### config.mk
export PLATFORM = sky130hd
export DESIGN_NAME = pwm_frame_rx
export DESIGN_NICKNAME = d
export VERILOG_FILES = /design/src/rtl/pfr_pkg.sv /design/src/rtl/pfr_edge_sync.sv /design/src/rtl/pfr_bit_timer.sv /design/src/rtl/pfr_frame_asm.sv /design/src/rtl/pwm_frame_rx.sv
export SDC_FILE = /design/constraint.sdc
export NUM_CORES = 1
export LEC_CHECK = 0
export ABC_AREA = 1
export ABC_CLOCK_PERIOD_IN_PS = 2650
export BUFFER_PORTS_ARGS = -buffer_cell sky130_fd_sc_hd__buf_4
export CORE_ASPECT_RATIO = 1.1
export CORE_MARGIN = 2
export CORE_UTILIZATION = 40
export DETAILED_ROUTE_END_ITERATION = 8
export GPL_TIMING_DRIVEN = 0
export HOLD_SLACK_MARGIN = 0.15
export PLACE_DENSITY = 0.54
export RECOVER_POWER = 25
export SLEW_MARGIN = 20
export SYNTH_ARGS = -nofsm -noshare
export SYNTH_HDL_FRONTEND = slang
export SYNTH_SLANG_ARGS = --single-unit
export TNS_END_PERCENT = 1
### constraint.sdc
create_clock -name clk -period 2.65 [get_ports clk]
set_clock_uncertainty 0.15 [all_clocks]
set_input_delay 0.3975 -clock clk [delete_from_list [all_inputs] [get_ports clk]]
set_output_delay 0.3975 -clock clk [all_outputs]
set_load 0.05 [all_outputs]
### src/rtl/pfr_pkg.sv
package pfr_pkg;

  typedef enum logic [1:0] {
    BT_IDLE = 2'd0,
    BT_HIGH = 2'd1,
    BT_GAP  = 2'd2
  } bt_state_e;

  localparam int FRAME_BITS = 16;
  localparam int VALUE_W    = 11;
  localparam int SUM_W      = 4;
  localparam int CMD_LIMIT  = 48;
  localparam int NUM_RATES  = 4;

  // Fold the 12 payload bits into one nibble.
  function automatic logic [SUM_W-1:0] fold_sum(input logic [11:0] payload);
    return payload[3:0] ^ payload[7:4] ^ payload[11:8];
  endfunction

endpackage

### src/rtl/pfr_edge_sync.sv
module pfr_edge_sync (
  input  logic clk,
  input  logic rst_n,
  input  logic din,
  input  logic inv_mode,
  output logic start_edge,
  output logic stop_edge
);

  logic meta_q, sync_q, last_q;
  logic rise, fall;

  always_ff @(posedge clk or negedge rst_n) begin
    if (!rst_n) begin
      meta_q <= 1'b0;
      sync_q <= 1'b0;
      last_q <= 1'b0;
    end else begin
      meta_q <= din;
      sync_q <= meta_q;
      last_q <= sync_q;
    end
  end

  // Raw edges do not depend on the mode, so a mode change never looks like an edge.
  assign rise = sync_q & ~last_q;
  assign fall = ~sync_q & last_q;

  assign start_edge = inv_mode ? fall : rise;
  assign stop_edge  = inv_mode ? rise : fall;

endmodule

### src/rtl/pfr_bit_timer.sv
module pfr_bit_timer
  import pfr_pkg::*;
#(
  parameter int PER_R0 = 1667,
  parameter int PER_R1 = 833,
  parameter int PER_R2 = 417,
  parameter int PER_R3 = 208,
  parameter int CW     = 13
) (
  input  logic       clk,
  input  logic       rst_n,
  input  logic       start_edge,
  input  logic       stop_edge,
  input  logic [1:0] rate_q,
  output logic       bit_vld,
  output logic       bit_val,
  output logic       frm_end,
  output logic       idle
);

  localparam int PER_TAB [NUM_RATES] = '{PER_R0, PER_R1, PER_R2, PER_R3};
  localparam logic [CW-1:0] CMAX = {CW{1'b1}};

  logic [CW-1:0] per_sel [NUM_RATES];
  logic [CW-1:0] tmo_sel [NUM_RATES];

  for (genvar g = 0; g < NUM_RATES; g++) begin : g_rate
    assign per_sel[g] = CW'(PER_TAB[g]);
    assign tmo_sel[g] = CW'(3 * PER_TAB[g]);
  end

  bt_state_e     state_q, state_n;
  logic [CW-1:0] cnt_q, cnt_n, quiet_q, quiet_n, hi_q, hi_n;
  logic          bv_n, bval_n, fe_n;
  logic [CW-1:0] cnt_inc, quiet_inc, per, tmo;

  assign per       = per_sel[rate_q];
  assign tmo       = tmo_sel[rate_q];
  assign cnt_inc   = (cnt_q == CMAX) ? cnt_q : cnt_q + CW'(1);
  assign quiet_inc = (quiet_q == CMAX) ? quiet_q : quiet_q + CW'(1);
  assign idle      = (state_q == BT_IDLE);

  always_comb begin
    state_n = state_q;
    cnt_n   = cnt_inc;
    quiet_n = quiet_inc;
    hi_n    = hi_q;
    bv_n    = 1'b0;
    bval_n  = 1'b0;
    fe_n    = 1'b0;
    case (state_q)
      BT_IDLE: begin
        if (start_edge) begin
          state_n = BT_HIGH;
          cnt_n   = '0;
          quiet_n = '0;
        end
      end
      BT_HIGH: begin
        if (stop_edge) begin
          state_n = BT_GAP;
          hi_n    = cnt_inc;
          quiet_n = '0;
        end
      end
      BT_GAP: begin
        if (start_edge) begin
          bv_n    = 1'b1;
          bval_n  = {hi_q, 1'b0} > {1'b0, cnt_inc};
          state_n = BT_HIGH;
          cnt_n   = '0;
          quiet_n = '0;
        end else if (quiet_q == tmo - CW'(1)) begin
          bv_n    = 1'b1;
          bval_n  = {hi_q, 1'b0} > {1'b0, per};
          fe_n    = 1'b1;
          state_n = BT_IDLE;
        end
      end
      default: state_n = BT_IDLE;
    endcase
  end

  always_ff @(posedge clk or negedge rst_n) begin
    if (!rst_n) begin
      state_q <= BT_IDLE;
      cnt_q   <= '0;
      quiet_q <= '0;
      hi_q    <= '0;
      bit_vld <= 1'b0;
      bit_val <= 1'b0;
      frm_end <= 1'b0;
    end else begin
      state_q <= state_n;
      cnt_q   <= cnt_n;
      quiet_q <= quiet_n;
      hi_q    <= hi_n;
      bit_vld <= bv_n;
      bit_val <= bval_n;
      frm_end <= fe_n;
    end
  end

endmodule

### src/rtl/pfr_frame_asm.sv
module pfr_frame_asm
  import pfr_pkg::*;
(
  input  logic               clk,
  input  logic               rst_n,
  input  logic               bit_vld,
  input  logic               bit_val,
  input  logic               frm_end,
  input  logic               inv_mode,
  output logic               frame_valid,
  output logic               crc_err,
  output logic [VALUE_W-1:0] value,
  output logic               is_cmd,
  output logic               telem
);

  localparam int NW = $clog2(FRAME_BITS + 2);
  localparam logic [NW-1:0] NSAT  = NW'(FRAME_BITS + 1);
  localparam logic [NW-1:0] NFULL = NW'(FRAME_BITS);

  logic [FRAME_BITS-1:0] sh_q, sh_n;
  logic [NW-1:0]         n_q, n_inc, n_n;
  logic                  fv_n, err_n, cmd_n, tel_n;
  logic [VALUE_W-1:0]    val_n;
  logic [SUM_W-1:0]      want;

  assign sh_n  = bit_vld ? {sh_q[FRAME_BITS-2:0], bit_val} : sh_q;
  assign n_inc = (bit_vld && n_q != NSAT) ? n_q + NW'(1) : n_q;
  assign want  = fold_sum(sh_n[FRAME_BITS-1:SUM_W]) ^ {SUM_W{inv_mode}};

  always_comb begin
    n_n   = n_inc;
    fv_n  = 1'b0;
    err_n = 1'b0;
    val_n = value;
    cmd_n = is_cmd;
    tel_n = telem;
    if (frm_end) begin
      n_n = '0;
      if (n_inc == NFULL) begin
        fv_n  = (want == sh_n[SUM_W-1:0]);
        err_n = (want != sh_n[SUM_W-1:0]);
        val_n = sh_n[FRAME_BITS-1:SUM_W+1];
        cmd_n = (sh_n[FRAME_BITS-1:SUM_W+1] < VALUE_W'(CMD_LIMIT));
        tel_n = sh_n[SUM_W];
      end
    end
  end

  always_ff @(posedge clk or negedge rst_n) begin
    if (!rst_n) begin
      sh_q        <= '0;
      n_q         <= '0;
      frame_valid <= 1'b0;
      crc_err     <= 1'b0;
      value       <= '0;
      is_cmd      <= 1'b0;
      telem       <= 1'b0;
    end else begin
      sh_q        <= sh_n;
      n_q         <= n_n;
      frame_valid <= fv_n;
      crc_err     <= err_n;
      value       <= val_n;
      is_cmd      <= cmd_n;
      telem       <= tel_n;
    end
  end

endmodule

### src/rtl/pwm_frame_rx.sv
module pwm_frame_rx
  import pfr_pkg::*;
#(
  parameter int PER_R0 = 1667,
  parameter int PER_R1 = 833,
  parameter int PER_R2 = 417,
  parameter int PER_R3 = 208
) (
  input  logic               clk,
  input  logic               rst_n,
  input  logic               line_in,
  input  logic [1:0]         rate_sel,
  input  logic               bidir,
  output logic               frame_valid,
  output logic               crc_err,
  output logic [VALUE_W-1:0] value,
  output logic               is_cmd,
  output logic               telem
);

  localparam int PMAX = (PER_R0 > PER_R1 ? PER_R0 : PER_R1) > (PER_R2 > PER_R3 ? PER_R2 : PER_R3)
                      ? (PER_R0 > PER_R1 ? PER_R0 : PER_R1) : (PER_R2 > PER_R3 ? PER_R2 : PER_R3);
  localparam int CW = $clog2(4 * PMAX + 2);

  logic       rs_a, rs_b;
  logic       mode_q;
  logic [1:0] rate_q;
  logic       start_edge, stop_edge;
  logic       bit_vld, bit_val, frm_end, idle;

  // Reset: asserted at once, released on the clock.
  always_ff @(posedge clk or negedge rst_n) begin
    if (!rst_n) begin
      rs_a <= 1'b0;
      rs_b <= 1'b0;
    end else begin
      rs_a <= 1'b1;
      rs_b <= rs_a;
    end
  end

  // Mode and rate are taken only between frames.
  always_ff @(posedge clk or negedge rs_b) begin
    if (!rs_b) begin
      mode_q <= 1'b0;
      rate_q <= 2'd0;
    end else if (idle) begin
      mode_q <= bidir;
      rate_q <= rate_sel;
    end
  end

  pfr_edge_sync u_sync (
    .clk        (clk),
    .rst_n      (rs_b),
    .din        (line_in),
    .inv_mode   (mode_q),
    .start_edge (start_edge),
    .stop_edge  (stop_edge)
  );

  pfr_bit_timer #(
    .PER_R0 (PER_R0),
    .PER_R1 (PER_R1),
    .PER_R2 (PER_R2),
    .PER_R3 (PER_R3),
    .CW     (CW)
  ) u_timer (
    .clk        (clk),
    .rst_n      (rs_b),
    .start_edge (start_edge),
    .stop_edge  (stop_edge),
    .rate_q     (rate_q),
    .bit_vld    (bit_vld),
    .bit_val    (bit_val),
    .frm_end    (frm_end),
    .idle       (idle)
  );

  pfr_frame_asm u_asm (
    .clk         (clk),
    .rst_n       (rs_b),
    .bit_vld     (bit_vld),
    .bit_val     (bit_val),
    .frm_end     (frm_end),
    .inv_mode    (mode_q),
    .frame_valid (frame_valid),
    .crc_err     (crc_err),
    .value       (value),
    .is_cmd      (is_cmd),
    .telem       (telem)
  );

endmodule

# ---- Yosys cells after proc, flatten, opt, wreduce, memory -nomap -nowiden
# Cells that the tools add are included.
dict set report classes {
  add_sub_neg 4
  muxes 35
  bitwise 8
  n_reduce_logical 6
  n_lt_le_gt_ge 4
  n_eq_ne 12
}
# operator count
set op_table {}
lappend op_table {{$mux 13} 10}
lappend op_table {{$bmux 13 s2} 2}
lappend op_table {{$gt 14x13->1} 2}
lappend op_table {{$add 13x1->13 const B} 2}
lappend op_table {{$eq 13x13->1 const B} 2}
lappend op_table {{$pmux 13 s2} 1}
lappend op_table {{$mux 16} 1}
lappend op_table {{$mux 1} 14}
lappend op_table {{$eq 13x13->1} 1}
lappend op_table {{$sub 13x1->13 const B} 1}
lappend op_table {{$xor 4x4->4} 3}
lappend op_table {{$lt 11x6->1 const B} 1}
lappend op_table {{$mux 5} 2}
lappend op_table {{$mux 2} 4}
lappend op_table {{$pmux 2 s3} 1}
lappend op_table {{$add 5x1->5 const B} 1}
lappend op_table {{$eq 5x5->1 const B} 1}
lappend op_table {{$ne 5x5->1 const B} 1}
lappend op_table {{$eq 4x4->1} 1}
lappend op_table {{$ne 2x2->1 const B} 2}
lappend op_table {{$ne 4x4->1} 1}
lappend op_table {{$reduce_and 2->1} 2}
lappend op_table {{$ge 3x3->1 const B} 1}
lappend op_table {{$ne 3x2->1 const B} 1}
lappend op_table {{other kinds (9)} 11}
dict set report word_totals {
  out_inout_bits 15
  in_bits 6
  word_cells 90
  regBits 88
}

# ---- Depth between registers and ports, before layout
dict set report logic_depth {
  word_depth 9
  ltp_mapped 22
  ltp_nobuf 22
}

# ---- By module
# A second synthesis with hierarchy kept.
dict set report hier_totals {
  hier_cells 691
  area_unflattened_um2 5186.2
}
# module instances cells_per_inst area_per_inst_um2 seq_area_each_um2
set by_module_without_submodules {}
lappend by_module_without_submodules {pfr_bit_timer 1 376 2904.0 1101.1}
lappend by_module_without_submodules {pfr_frame_asm 1 287 2001.9 900.9}
lappend by_module_without_submodules {pwm_frame_rx 1 16 166.4 125.1}
lappend by_module_without_submodules {pfr_edge_sync 1 12 113.9 75.1}

# ---- Least setup slack after synthesis
# No wires, ideal clock.
dict set report synth_timing {
  kind {register -> register}
  from {register u_timer.cnt_q[0]}
  to {register u_timer.bit_val}
  path_slack_ns 0.059
  synth_period_minus_slack_ns 2.591
  path_buffers 0
  setup_time_ns 0.116
  stages_incl_launch_ff 20
  arrival_ns 2.325
  required_time_ns 2.384
  cell_sequence {dfrtp_1 > ha_1 > nand3_1 > nor2_2 > nand3_1 > nand2_1 > nor2_1 > nand2_1 > nor2_1 > xor2_1 > inv_1 > ha_1 > nand2_1 > nor2_1 > a211oi_1 > nor3_1 > nor2_1 > nand2_1 > nand2_1 > nand2_1}
}
dict set report synth_via {
  elab_chain_cells 5
  elab_cells_between_ends 6
  cone_classes {1 x add/sub; 1 x order compare; 1 x eq/ne; 3 x mux}
}
# item line
set synth_rtl {}
lappend synth_rtl {{start: declaration} pfr_bit_timer.sv:33} ;# logic [CW-1:0] cnt_q, cnt_n, quiet_q, quiet_n, hi_q, hi_n;
lappend synth_rtl {{start signal: assignment} pfr_bit_timer.sv:95} ;# cnt_q <= cnt_n;
lappend synth_rtl {{$add 13x1->13 or $eq 13x13->1 (tied branches)} pfr_bit_timer.sv:39} ;# assign cnt_inc = (cnt_q == CMAX) ? cnt_q : cnt_q + CW'(1);
lappend synth_rtl {{$mux 13 *} pfr_bit_timer.sv:39}
lappend synth_rtl {{$gt 14x13->1 *} pfr_bit_timer.sv:69} ;# bval_n = {hi_q, 1'b0} > {1'b0, cnt_inc};
lappend synth_rtl {{$mux 1 *} pfr_bit_timer.sv:67} ;# if (start_edge) begin
lappend synth_rtl {{$mux 1 *} pfr_bit_timer.sv:51} ;# case (state_q)
lappend synth_rtl {{via u_timer.bval_n} pfr_bit_timer.sv:34} ;# logic bv_n, bval_n, fe_n;
lappend synth_rtl {{end signal: assignment} pfr_bit_timer.sv:99} ;# bit_val <= bval_n;
lappend synth_rtl {{end: declaration} pfr_bit_timer.sv:16} ;# output logic bit_val,
# The timed path passes the listed nets; every way through them passes the cells marked *.
# A chain may end at the register's enable or synchronous reset.

# ---- Final worst setup path
dict set report layout_timing {
  from {register u_timer.cnt_q[1]}
  to {register u_timer.bit_val}
}
# The elaborated chain is that of the path after synthesis.

==> summary.md <==
| Metric | Value |
|---|---|
| Leakage | `2.75 nW` |
| Worst-path fanout max | `3` |
| Met3 GRT Util | `2.99%` |
| Fill count | `1136` |
| Fmax | `357 MHz` |
| Drt first pass iters | `4` |
| Total GRT Usage | `18.1%` |
| Num CTS Buffers | `9` |
| Hold Crit Class | `reg2reg` |
| Most frequent cells in the layout | `nand2_1 (138), dfrtp_1 (87), inv_1 (65)` |
| Simple-Gate Fraction of Synth Area | `23.4%` |
| Synth Warn # | `0` |
| I/O Pins | `21` |
| Layout Nets | `654` |
| Final GP Congestion | `0.802` |
| Failing checks | `negative setup slack` |
| Flop2flop setup slack | `-0.15 ns` |
| CP startpoint kind | `flop` |
| Kind of critical path | `reg2reg` |
| Worst setup EP type | `flop` |
| Multiplexer area fraction after synthesis | `0.212%` |
| # diodes | `0` |
| Fin. max-slew vios | `0` |
| Vias post-DR | `3738` |
| Clock Path Buffers | `2` |
| Wire per inst | `13.5 µm` |
| Fin crit period | `2.80 ns` |
| Initial DRC count | `161` |
| Met1 GRT Util | `23.1%` |
| Grt met2 use | `30.8%` |
| Commonest non-fill, non-tap cell in the layout | `nand2_1` |
| Row cnt | `41` |
| Die area | `12700 µm²` |
| Largest net degree at the start of global routing | `34` |
| Worst Path Required | `2.73 ns` |
| Fin crit share | `106%` |
| Synth Net Count | `603` |
| Post-synth cell types | `36` |
| GR peak layer | `met2` |
| H-tree depth | `3` |
| Initial Util | `41.1%` |
| Initial antenna violation count | `0` |
| DR vias/cell | `4.84` |
| # DRC | `0` |
| Fin util | `48.5%` |
| Antenna-violating nets left | `0` |
| Die height | `118 µm` |
| Area Growth Syn to Fin | `17.9%` |
| Synth Area in Compound Gates | `7.76%` |
| Final wirelength | `10400 µm` |
| Post-Synth XOR/XNOR Area | `7.76%` |
| Worst Tran Pin Value | `1.17 ns` |
| Layout cells sized above 1 | `11.9%` |
| Final worst slack | `-0.151 ns` |
| Setup TNS | `-0.151 ns` |
| Core area | `11500 µm²` |
| Fin. Hold Viols | `0` |
| Total grt overflow | `0` |
| Port buffer count | `20` |
| Adder-cell share of the synthesized area | `7.68%` |
| Post-synthesis sequential area ratio | `46.6%` |
| First-pass GRT wire length | `18300 µm` |
| TritonCTS clock tree | `built` |
| Status | `finished with violations` |
| Syn_area_per_cell | `8.32 µm²` |
| RSZ-0062 raised after global routing | `true` |
| VDD IR max | `359 µV` |
| Synth Instances | `568` |
| Max-cap violations | `0` |
| Cell Pwr Density | `981 nW/µm²` |
| Main combinational cell family by area after synthesis | `simple AND/OR/NAND/NOR gates` |
| Vias in the first global route | `3814` |
| CTS sink cnt | `88` |
| Skew-Pair Late Insertion Delay | `0.34 ns` |
| CP arrival | `2.88 ns` |
| Clk slew on worst S/H paths | `0.07 ns` |
| Normalized max-slew margin | `22.3%` |
| Register bit total from synthesis | `88` |
| Root buffer cell | `clkbuf_16` |
| Final setup fails | `1` |
| DP HPWL | `7570 µm` |
| Width of the chip | `108 µm` |
| Area of the mapped netlist | `4730 µm²` |
-- layout make-up --
| cell class | count | area [µm²] | area share [%] |
|---|---|---|---|
| Clock buffer | 9 | 225 | 4.04 |
| Multi-Input combinational cell | 403 | 2280 | 40.9 |
| Sequential cell | 88 | 2210 | 39.6 |
| Timing Repair Buffer | 40 | 322 | 5.77 |
| Buffer | 9 | 52.6 | 0.943 |
| Tap cell | 150 | 188 | 3.37 |
| Inverter | 68 | 255 | 4.58 |
| Clock inverter | 6 | 43.8 | 0.786 |
-- flip-flops by register name, indices dropped and copies added, names as in the netlist --
signal	flops
mode_q	1
rate_q	2
rs_a	1
rs_b	1
u_asm.crc_err	1
u_asm.frame_valid	1
u_asm.is_cmd	1
u_asm.n_q	5
u_asm.sh_q	16
u_asm.telem	1
u_asm.value	11
u_sync.last_q	1
u_sync.meta_q	1
u_sync.sync_q	1
u_timer.bit_val	1
u_timer.bit_vld	1
u_timer.cnt_q	13
u_timer.frm_end	1
u_timer.hi_q	13
u_timer.quiet_q	13
u_timer.state_q	2
-- per-layer routing --
metal	wire, µm	vias up
met5	0	-
met1	4830	1775
li1	-	1912
met3	218	11
met4	147	0
met2	5260	40
-- per-stage QoR --
stage / hold slack (ns) / power (W) / std cells / setup slack, ns / area, µm²
floorplan: -0.0481 / 0.00368 / 568 / 0.0586 / 4730
global placement: 0.0301 / 0.00414 / 738 / -0.569 / 5070
detailed placement: 0.0326 / 0.00421 / 740 / -0.556 / 5110
CTS: 0.203 / 0.00548 / 773 / -0.156 / 5580
global route: 0.219 / 0.00596 / 773 / -0.350 / 5570
finish: 0.210 / 0.00547 / 773 / -0.151 / 5570
-- worst max-delay path, cell delays in order, from the launching register on --
cell and delay [ns]:
dfrtp_1 0.42, ha_4 0.19, nand3_4 0.10, nor2_4 0.04, nand3_2 0.09, nand2_1 0.07
nor2_2 0.14, nand2_2 0.09, xor2_2 0.20, ha_1 0.32, a21oi_1 0.16, nor2_1 0.06
a211oi_1 0.22, nor3_1 0.07, nor2_1 0.15, nand2_1 0.08, nand2_1 0.06, nand2_1 0.06
-- path summary, 6_finish.rpt --
kind,start,end,cells after the start
min in group asynchronous,rst_n,rs_a$_DFF_PN0_,2
setup / recovery,u_timer.cnt_q[1]$_DFF_PN0_,u_timer.bit_val$_DFF_PN0_,17
setup reg to reg,u_timer.cnt_q[1]$_DFF_PN0_,u_timer.bit_val$_DFF_PN0_,17
hold / removal,rs_a$_DFF_PN0_,rs_b$_DFF_PN0_,0
max in group asynchronous,rs_b$_DFF_PN0_,u_sync.meta_q$_DFF_PN0_,3
hold reg to reg,rs_a$_DFF_PN0_,rs_b$_DFF_PN0_,0
-- synthesized netlist by cell type --
master	number	share of area (%)
nor2_4	1	0.24
and2_1	1	0.13
buf_6	2	0.48
mux2i_1	1	0.21
o2111ai_1	1	0.19
buf_2	3	0.32
nand2_1	138	11
or2_2	1	0.13
nor2_2	4	0.53
nor3b_1	1	0.16
clkinv_1	3	0.24
dfrtp_1	88	47
nor3_1	6	0.64
o21bai_1	2	0.32
nor4_1	2	0.26
a211oi_1	2	0.32
o21ai_1	10	1.1
nand3_1	34	3.6
nor2_1	62	4.9
xor2_2	1	0.34
a21oi_2	1	0.19
conb_1	1	0.079
xor2_1	24	4.4
o21ai_0	26	2.8
a31oi_1	7	0.93
clkbuf_1	4	0.32
a21o_1	1	0.16
a21oi_1	16	1.7
ha_1	29	7.7
inv_2	1	0.079
nand4_1	7	0.93
or2_0	1	0.13
inv_1	64	5.1
o211ai_1	1	0.16
xnor2_1	16	3.0
nand2_2	6	0.79
-- kinds of logic (layout without fill, tap and decap cells) --
| logic type | after synthesis | in the layout |
|---|---|---|
| other | 1 | 1 |
| multiplexers | 1 | 1 |
| AO/OA/AOI/OAI | 67 | 67 |
| XOR/XNOR | 41 | 41 |
| AND/OR/NAND/NOR | 264 | 264 |
| flip-flops | 88 | 88 |
| adder cells (fa/ha/maj) | 29 | 29 |
| buffers and inverters | 77 | 132 |
-- repair_timing --
| item | in CTS | in global routing |
|---|---|---|
| hold endpoints to repair | 28 | 0 |
| hold buffers | 7 | 0 |
| pin swaps | 12 | 2 |
| resized for setup | 8 | 6 |
| setup buffers | 11 | 0 |
| endpoints found under the setup margin | 1 | 1 |
-- power by group --
part	internal [W]	switching, W
sequential	0.00166	0.000313
combinational	0.000918	0.00138
clock	0.000637	0.000556
Note: power is estimated with default switching activity, not from simulation.
